--- config.mk ---
export PLATFORM = sky130hd
export DESIGN_NAME = dma_req_capture
export DESIGN_NICKNAME = d
export VERILOG_FILES = /design/src/rtl/dreq_pkg.sv /design/src/rtl/dreq_sync.sv /design/src/rtl/dreq_src_sel.sv /design/src/rtl/dreq_flag.sv /design/src/rtl/dma_req_capture.sv
export SDC_FILE = /design/constraint.sdc
export NUM_CORES = 1
export LEC_CHECK = 0
export ABC_AREA = 1
export BUFFER_PORTS_ARGS = -buffer_cell sky130_fd_sc_hd__buf_2
export CAP_MARGIN = 0
export CORE_MARGIN = 2
export CORE_UTILIZATION = 35
export CTS_CLUSTER_SIZE = 30
export DETAILED_ROUTE_END_ITERATION = 8
export GPL_TIMING_DRIVEN = 0
export PLACE_DENSITY = 0.59
export SLEW_MARGIN = 20
export SYNTH_ARGS = -nofsm -noshare
export SYNTH_HDL_FRONTEND = slang
export SYNTH_SLANG_ARGS = --single-unit
export TNS_END_PERCENT = 20
--- constraint.sdc ---
create_clock -name clk -period 1.4 [get_ports clk]
set_input_delay 0.21 -clock clk [delete_from_list [all_inputs] [get_ports clk]]
set_output_delay 0.21 -clock clk [all_outputs]
set_load 0.005 [all_outputs]
--- src/rtl/dreq_pkg.sv ---
package dreq_pkg;
   typedef enum logic [1:0] {
      FLG_HOLD   = 2'd0,
      FLG_SET    = 2'd1,
      FLG_HW_CLR = 2'd2,
      FLG_SW_CLR = 2'd3
   } flg_act_e;

   function automatic flg_act_e pick_act(input logic evt, input logic hw_clr,
                                         input logic sw_clr);
      if (evt)         return FLG_SET;
      else if (hw_clr) return FLG_HW_CLR;
      else if (sw_clr) return FLG_SW_CLR;
      else             return FLG_HOLD;
   endfunction
endpackage

--- src/rtl/dreq_sync.sv ---
module dreq_sync #(
   parameter int W      = 32,
   parameter int STAGES = 2
) (
   input  logic         clk,
   input  logic         rst_n,
   input  logic [W-1:0] d_i,
   output logic [W-1:0] q_o
);
   if (STAGES < 2) begin : g_bad_stages
      $error("dreq_sync: STAGES must be at least 2");
   end
   if (W < 1) begin : g_bad_w
      $error("dreq_sync: W must be positive");
   end

   logic [W-1:0] stg_q [STAGES];

   for (genvar s = 0; s < STAGES; s++) begin : g_stage
      if (s == 0) begin : g_first
         always_ff @(posedge clk or negedge rst_n) begin
            if (!rst_n) stg_q[s] <= '0;
            else        stg_q[s] <= d_i;
         end
      end else begin : g_next
         always_ff @(posedge clk or negedge rst_n) begin
            if (!rst_n) stg_q[s] <= '0;
            else        stg_q[s] <= stg_q[s-1];
         end
      end
   end

   assign q_o = stg_q[STAGES-1];
endmodule

--- src/rtl/dreq_src_sel.sv ---
module dreq_src_sel #(
   parameter int MODE_W = 1,
   parameter int SEL_W  = 4,
   localparam int IDX_W = MODE_W + SEL_W,
   localparam int N_SRC = 1 << IDX_W
) (
   input  logic              clk,
   input  logic              rst_n,
   input  logic [N_SRC-1:0]  src_sync_i,
   input  logic              sel_we,
   input  logic [MODE_W-1:0] mode_wdata,
   input  logic [SEL_W-1:0]  sel_wdata,
   output logic [MODE_W-1:0] mode_o,
   output logic [SEL_W-1:0]  sel_o,
   output logic              evt_o
);
   if (MODE_W < 1 || SEL_W < 1) begin : g_bad_w
      $error("dreq_src_sel: field widths must be positive");
   end

   logic [MODE_W-1:0] mode_q;
   logic [SEL_W-1:0]  sel_q;
   logic [IDX_W-1:0]  idx;
   logic              line_lvl;
   logic              prev_q;

   always_ff @(posedge clk or negedge rst_n) begin
      if (!rst_n) begin
         mode_q <= '0;
         sel_q  <= '0;
      end else if (sel_we) begin
         mode_q <= mode_wdata;
         sel_q  <= sel_wdata;
      end
   end

   assign idx      = {mode_q, sel_q};
   assign line_lvl = src_sync_i[idx];

   // previous level of whatever line is selected now; a reselection
   // compares the new line against the old line's level
   always_ff @(posedge clk or negedge rst_n) begin
      if (!rst_n) prev_q <= 1'b0;
      else        prev_q <= line_lvl;
   end

   assign evt_o  = line_lvl & ~prev_q;
   assign mode_o = mode_q;
   assign sel_o  = sel_q;


   sel_write_chk: assert property (@(posedge clk) disable iff (!rst_n)
      sel_we |=> (mode_o == $past(mode_wdata) && sel_o == $past(sel_wdata)));

   sel_hold_chk: assert property (@(posedge clk) disable iff (!rst_n)
      !sel_we |=> ($stable(mode_o) && $stable(sel_o)));
endmodule

--- src/rtl/dreq_flag.sv ---
module dreq_flag
   import dreq_pkg::*;
(
   input  logic clk,
   input  logic rst_n,
   input  logic evt_i,
   input  logic flag_we,
   input  logic flag_wdata,
   input  logic chan_en,
   input  logic xfer_ack,
   output logic xfer_start,
   output logic pend_o
);
   logic     pend_q;
   logic     hw_clr;
   logic     sw_clr;
   flg_act_e act;

   assign xfer_start = pend_q & chan_en;
   assign hw_clr     = xfer_start & xfer_ack;
   assign sw_clr     = flag_we & ~flag_wdata;
   assign act        = pick_act(evt_i, hw_clr, sw_clr);

   always_ff @(posedge clk or negedge rst_n) begin
      if (!rst_n) pend_q <= 1'b0;
      else begin
         case (act)
            FLG_SET:                pend_q <= 1'b1;
            FLG_HW_CLR, FLG_SW_CLR: pend_q <= 1'b0;
            default:                pend_q <= pend_q;
         endcase
      end
   end

   assign pend_o = pend_q;


   evt_sets_chk: assert property (@(posedge clk) disable iff (!rst_n)
      evt_i |=> pend_o);

   no_sw_set_chk: assert property (@(posedge clk) disable iff (!rst_n)
      (!pend_o && !evt_i) |=> !pend_o);

   ack_clears_chk: assert property (@(posedge clk) disable iff (!rst_n)
      (xfer_start && xfer_ack && !evt_i) |=> !pend_o);

   disabled_hold_chk: assert property (@(posedge clk) disable iff (!rst_n)
      (pend_o && !chan_en && !(flag_we && !flag_wdata)) |=> pend_o);
endmodule

--- src/rtl/dma_req_capture.sv ---
module dma_req_capture #(
   parameter int MODE_W      = 1,
   parameter int SEL_W       = 4,
   parameter int SYNC_STAGES = 2,
   localparam int N_SRC      = 1 << (MODE_W + SEL_W)
) (
   input  logic              clk,
   input  logic              rst_n,
   input  logic [N_SRC-1:0]  src_i,
   input  logic              sel_we,
   input  logic [MODE_W-1:0] mode_wdata,
   input  logic [SEL_W-1:0]  sel_wdata,
   input  logic              flag_we,
   input  logic              flag_wdata,
   input  logic              chan_en,
   input  logic              xfer_ack,
   output logic              xfer_start,
   output logic              pend_o,
   output logic [MODE_W-1:0] mode_o,
   output logic [SEL_W-1:0]  sel_o
);
   if (N_SRC > 1024) begin : g_bad_size
      $error("dma_req_capture: source bank too wide");
   end

   logic [N_SRC-1:0] src_sync;
   logic             evt;

   dreq_sync #(.W(N_SRC), .STAGES(SYNC_STAGES)) u_sync (
      .clk   (clk),
      .rst_n (rst_n),
      .d_i   (src_i),
      .q_o   (src_sync)
   );

   dreq_src_sel #(.MODE_W(MODE_W), .SEL_W(SEL_W)) u_sel (
      .clk        (clk),
      .rst_n      (rst_n),
      .src_sync_i (src_sync),
      .sel_we     (sel_we),
      .mode_wdata (mode_wdata),
      .sel_wdata  (sel_wdata),
      .mode_o     (mode_o),
      .sel_o      (sel_o),
      .evt_o      (evt)
   );

   dreq_flag u_flag (
      .clk        (clk),
      .rst_n      (rst_n),
      .evt_i      (evt),
      .flag_we    (flag_we),
      .flag_wdata (flag_wdata),
      .chan_en    (chan_en),
      .xfer_ack   (xfer_ack),
      .xfer_start (xfer_start),
      .pend_o     (pend_o)
   );
endmodule

==> summary by stage <==
Outcome
The flow ran to the end, but the final reports show violations. The final reports fail on negative setup slack.

Floorplanning
The cell row count is 29. The total die area is just over 0.007 sq mm. The height of the die is roughly 84 um. The initial utilization of the core area, before any placement, comes to 35.7%. The width of the die is 84.1 um. The top-level port count is 51. The region available for standard cell placement spans between 0.006 and 0.007 sq mm.

Drt
The detailed-routing iteration count for the pre-antenna-repair pass is 4. The average detailed-routed wire length per instance is 11.3 um. The number of violations reported at the end of detailed-routing iteration 0 is between 40 and 50. Summing over every cut layer, the via total after detailed routing is 1463. After detailed routing, the number of remaining DRC violations is 0. The via density per instance is approximately 4.2. The total wirelength of the detailed-routed design is around 3.9 mm. The remaining antenna violation count is 0.

Synthesis
The area share of the largest cell type after synthesis is between 70% and 80%. The fraction of synthesis flops using an asynchronous set or reset pin is 100%. After synthesis the netlist holds a flip-flop and latch count of slightly above 70. The register area share after synthesis is approximately 80%. Yosys attributes the largest share of cell area to dfrtp_1 79%, nand2_1 7.2%, nand3_1 5.4%, nand2_2 1.4%, nand3_2 1.3%. The synthesized netlist devotes around 16% of its cell area to simple gates. The cell type with the largest total area after synthesis is dfrtp_1. The total of warnings raised by yosys is 0.

The arithmetic-cell share of the synthesized area counting full adders, half adders and majority gates is 0%. The share of the synthesized netlist area taken by xor and xnor gates is 0%. The predominant post-synthesis flop cell is dfrtp_1. The mux cell area share after synthesis is 0%. Counting every instance in the synthesized netlist gives roughly 170. Among all cell types in the netlist, the one instantiated most often is dfrtp_1. The largest family of logic cells by synthesized area is simple AND/OR/NAND/NOR gates. The compound-gate portion of the synthesized area is 1.45%.

In this run the mean area of a mapped cell was 13.5 sq um. The netlist uses 15 different library cells. By count the netlist is led by 71 x dfrtp_1, 43 x nand2_1, 24 x nand3_1, 6 x inv_1.

When the netlist entered floorplanning its net count stood at 210. The cell area after technology mapping is about 0.0022 sq mm. Yosys mapped a number of flops with a built-in enable equal to 0.

Run
The max-cap check violation count is 0.

CTS
The longest clock path from root to sink contains 2 buffers. The clock-pin slew on the worst setup and hold paths is about 0.070 ns. The clock sink total is 71.

The tree is rooted in a clkbuf_8. The number of H-tree branching levels is 3. Counting the buffers created by CTS gives 9. TritonCTS built the clock tree. The latest clock arrival within the worst-skew pair is between 0.3 and 0.4 ns.

Place
Before CTS, the worst setup slack after placement is around 0.015 ns. The sum of net half-perimeters after detailed placement is 2.47 mm. In this run the tool buffered the top-level ports with between 40 and 50 buffer cells. At the end of routability-driven placement, the weighted congestion stood at between 0.7 and 0.8. Summing all placed instances gives a cell area of about 0.0026 sq mm.

Setup path
The cell with the biggest individual delay on the critical path is dfrtp_1. On the worst path, the slowest cell contributes a delay of ~0.36 ns. The category of the most critical setup path is reg2reg.

In this run the worst setup path begins at u_sel.sel_o[0]. The capturing element type of the critical path is a flop. Traced cell by cell, the critical path runs through buf_6, clkinv_8, clkbuf_16, nand2_4, nand3_2, nand3_2, nand2_1, nand2_1, nand3_2, and2_4. The worst path arrival time is about 1.7 ns. The critical path startpoint category is a flop. The most frequent cell on the critical path is nand3_2. The terminus of the critical flop-to-flop path is u_sel.prev_q. Of all nets on the critical path, the largest fanout is 8. In this run the worst setup path terminates at u_sel.prev_q. For the worst setup path, the data required time is between 1.5 and 2 ns. The setup slack of the most critical reg-to-reg path is -0.04 ns. In this run the critical register-to-register path is launched from u_sel.sel_o[0]. For the worst flop-to-flop path, the logic depth is 10.

Timing
The number of hold violations in the final report was 0. At the pin with the least slew margin, the transition time is roughly 0.38 ns. The total count of max-transition violations in the final report is 0. After layout, the minimum clock period comes to roughly 1.4 ns. The number of setup violations in the final report is 1. The ratio of final minimum period to clock period is 103%. The worst relative slew slack is ~75%. Across the routed clock network, the largest skew measured is 0.00407 ns. Setup repair after global routing could not meet its margin everywhere. Once routing completed, OpenROAD measured the worst setup slack at -0.0373 ns.

Timing would allow up to ~700 MHz.

Global route
The first-pass GRT wire length is 6.60 mm. The total overflow reported by the global router is 0. The largest net degree at the start of global routing is 43. The global router's overall resource usage is roughly an eighth. The initial antenna violation count is 0. The number of global-route vias before repair is roughly 1500.

Final layout
The fraction of final layout cells sized beyond drive strength 1 is 38.5%. The number of nets in the final layout is 310. With fillers left out, the area of the finished cells amounts to between 0.003 and 0.004 sq mm. The area overhead of the layout relative to synthesis is 48.4%. The total inserted antenna cells is 0.

Power and ir drop
The analysis attributes to net switching a power of 964 uW. The leakage component of the power is approximately 1.6 nW. Combinational cells account for ~11% of the total power. The switching share of power is 21.2%. The power density over the cells is ~1400 mW/mm^2. The internal portion of the total power is between 3 and 4 mW.

The peak ir drop on the vdd network is around 0.00087 V. Registers are responsible for 49.0% of the overall power. The clock network power share is between 30% and 40%.

Min path
The path category of the worst min-delay check is in2reg.
==> sequential cells by signal (all words and copies together) (netlist names) <==
name,flops
u_sync.q_o,32
u_sel.mode_o,1
u_sync.stg_q,32
u_flag.pend_o,1
u_sel.sel_o,4
u_sel.prev_q,1
==> logic make-up after synthesis <==
family | Yosys count
DFF | 71
AOI/OAI and AO/OA | 6
buffers and inverters | 13
and+or+nand+nor | 76
==> repair_timing <==
| item | in CTS | in global routing |
|---|---|---|
| hold endpoints to repair | 61 | 0 |
| hold buffers | 33 | 0 |
| pin swaps | 0 | 11 |
| cloned | 0 | 1 |
| resized for setup | 0 | 26 |
| buffers inserted | 2 | 3 |
| endpoints found under the setup margin | 1 | 2 |
==> cell usage in the layout, fill, tap and decap left out <==
cell type | synthesis | final
bufinv_16 | 0 | 2
o21ai_0 | 5 | 5
nand2_2 | 5 | 11
buf_2 | 0 | 48
nand2_4 | 0 | 2
buf_12 | 0 | 2
clkinv_2 | 1 | 1
o211ai_1 | 1 | 1
clkbuf_8 | 0 | 12
inv_1 | 6 | 6
clkbuf_16 | 0 | 1
dfrtp_1 | 71 | 71
clkinv_8 | 0 | 1
inv_6 | 1 | 1
dlygate4sd3_1 | 0 | 33
nand3_1 | 24 | 14
buf_6 | 2 | 2
buf_4 | 1 | 7
nand2_1 | 43 | 35
nand3_2 | 3 | 13
and2_4 | 0 | 1
clkbuf_1 | 1 | 1
==> power groups by stage <==
stage	sequential [mW]	combinational, mW	clock [mW]
CTS	2.22	0.442	1.86
global placement	2.26	0.350	0
detailed placement	2.26	0.363	0
finish	2.22	0.509	1.81
global route	2.24	0.567	1.96
floorplan	2.25	0.184	0
==> per-layer routing <==
layer	track usage (%)	up-vias	part of all wire [%]
met4	6.60	0	0.87
li1	-	726	-
met1	14.5	693	43
met5	0	-	0
met2	19.7	40	51
met3	5.34	4	5.5
==> critical path, delay by kind of cell, from the launching register on <==
family,cells,cell delay [ns]
buffers and inverters,3,0.39
DFF,1,0.36
and+or+nand+nor,7,0.58
==> area by class of cell <==
type | count | area [sq um]
Clock inverter | 3 | 65.1
Fill cell | 539 | 2950
Buffer | 5 | 53.8
Sequential cell | 71 | 1780
Clock buffer | 12 | 165
Multi-Input combinational cell | 82 | 464
Tap cell | 77 | 96.3
Inverter | 8 | 47.5
Timing Repair Buffer | 89 | 661
==> worst min-delay path by stage <==
stage / from / endpoint / slack (ns) / cells past startpoint
after detailed placement: rst_n / u_sync.stg_q[36] / 0.16 / 1
after global routing: sel_wdata[1] / u_sel.sel_o[1] / 0.09 / 3
after CTS: mode_wdata / u_sel.mode_o / 0.07 / 3
after global placement: src_i[18] / u_sync.stg_q[50] / 0.32 / 1
final: mode_wdata / u_sel.mode_o / 0.09 / 3
after floorplan: rst_n / u_flag.pend_o / -0.09 / 0
==> through the flow <==
stage | utilization, % | cells | setup TNS (ns) | total power, mW | hold slack [ns]
after global routing | 53.0 | 347 | -0.192 | 4.76 | 0.0941
after floorplan | - | 166 | 0 | 2.43 | -0.0856
after detailed placement | 41.5 | 293 | 0 | 2.62 | 0.157
final | 53.0 | 347 | -0.0373 | 4.54 | 0.0919
after global placement | 41.2 | 292 | -10.40 | 2.61 | 0.319
after CTS | 50.7 | 343 | 0 | 4.52 | 0.0726
Note: power is estimated with default switching activity, not from simulation.
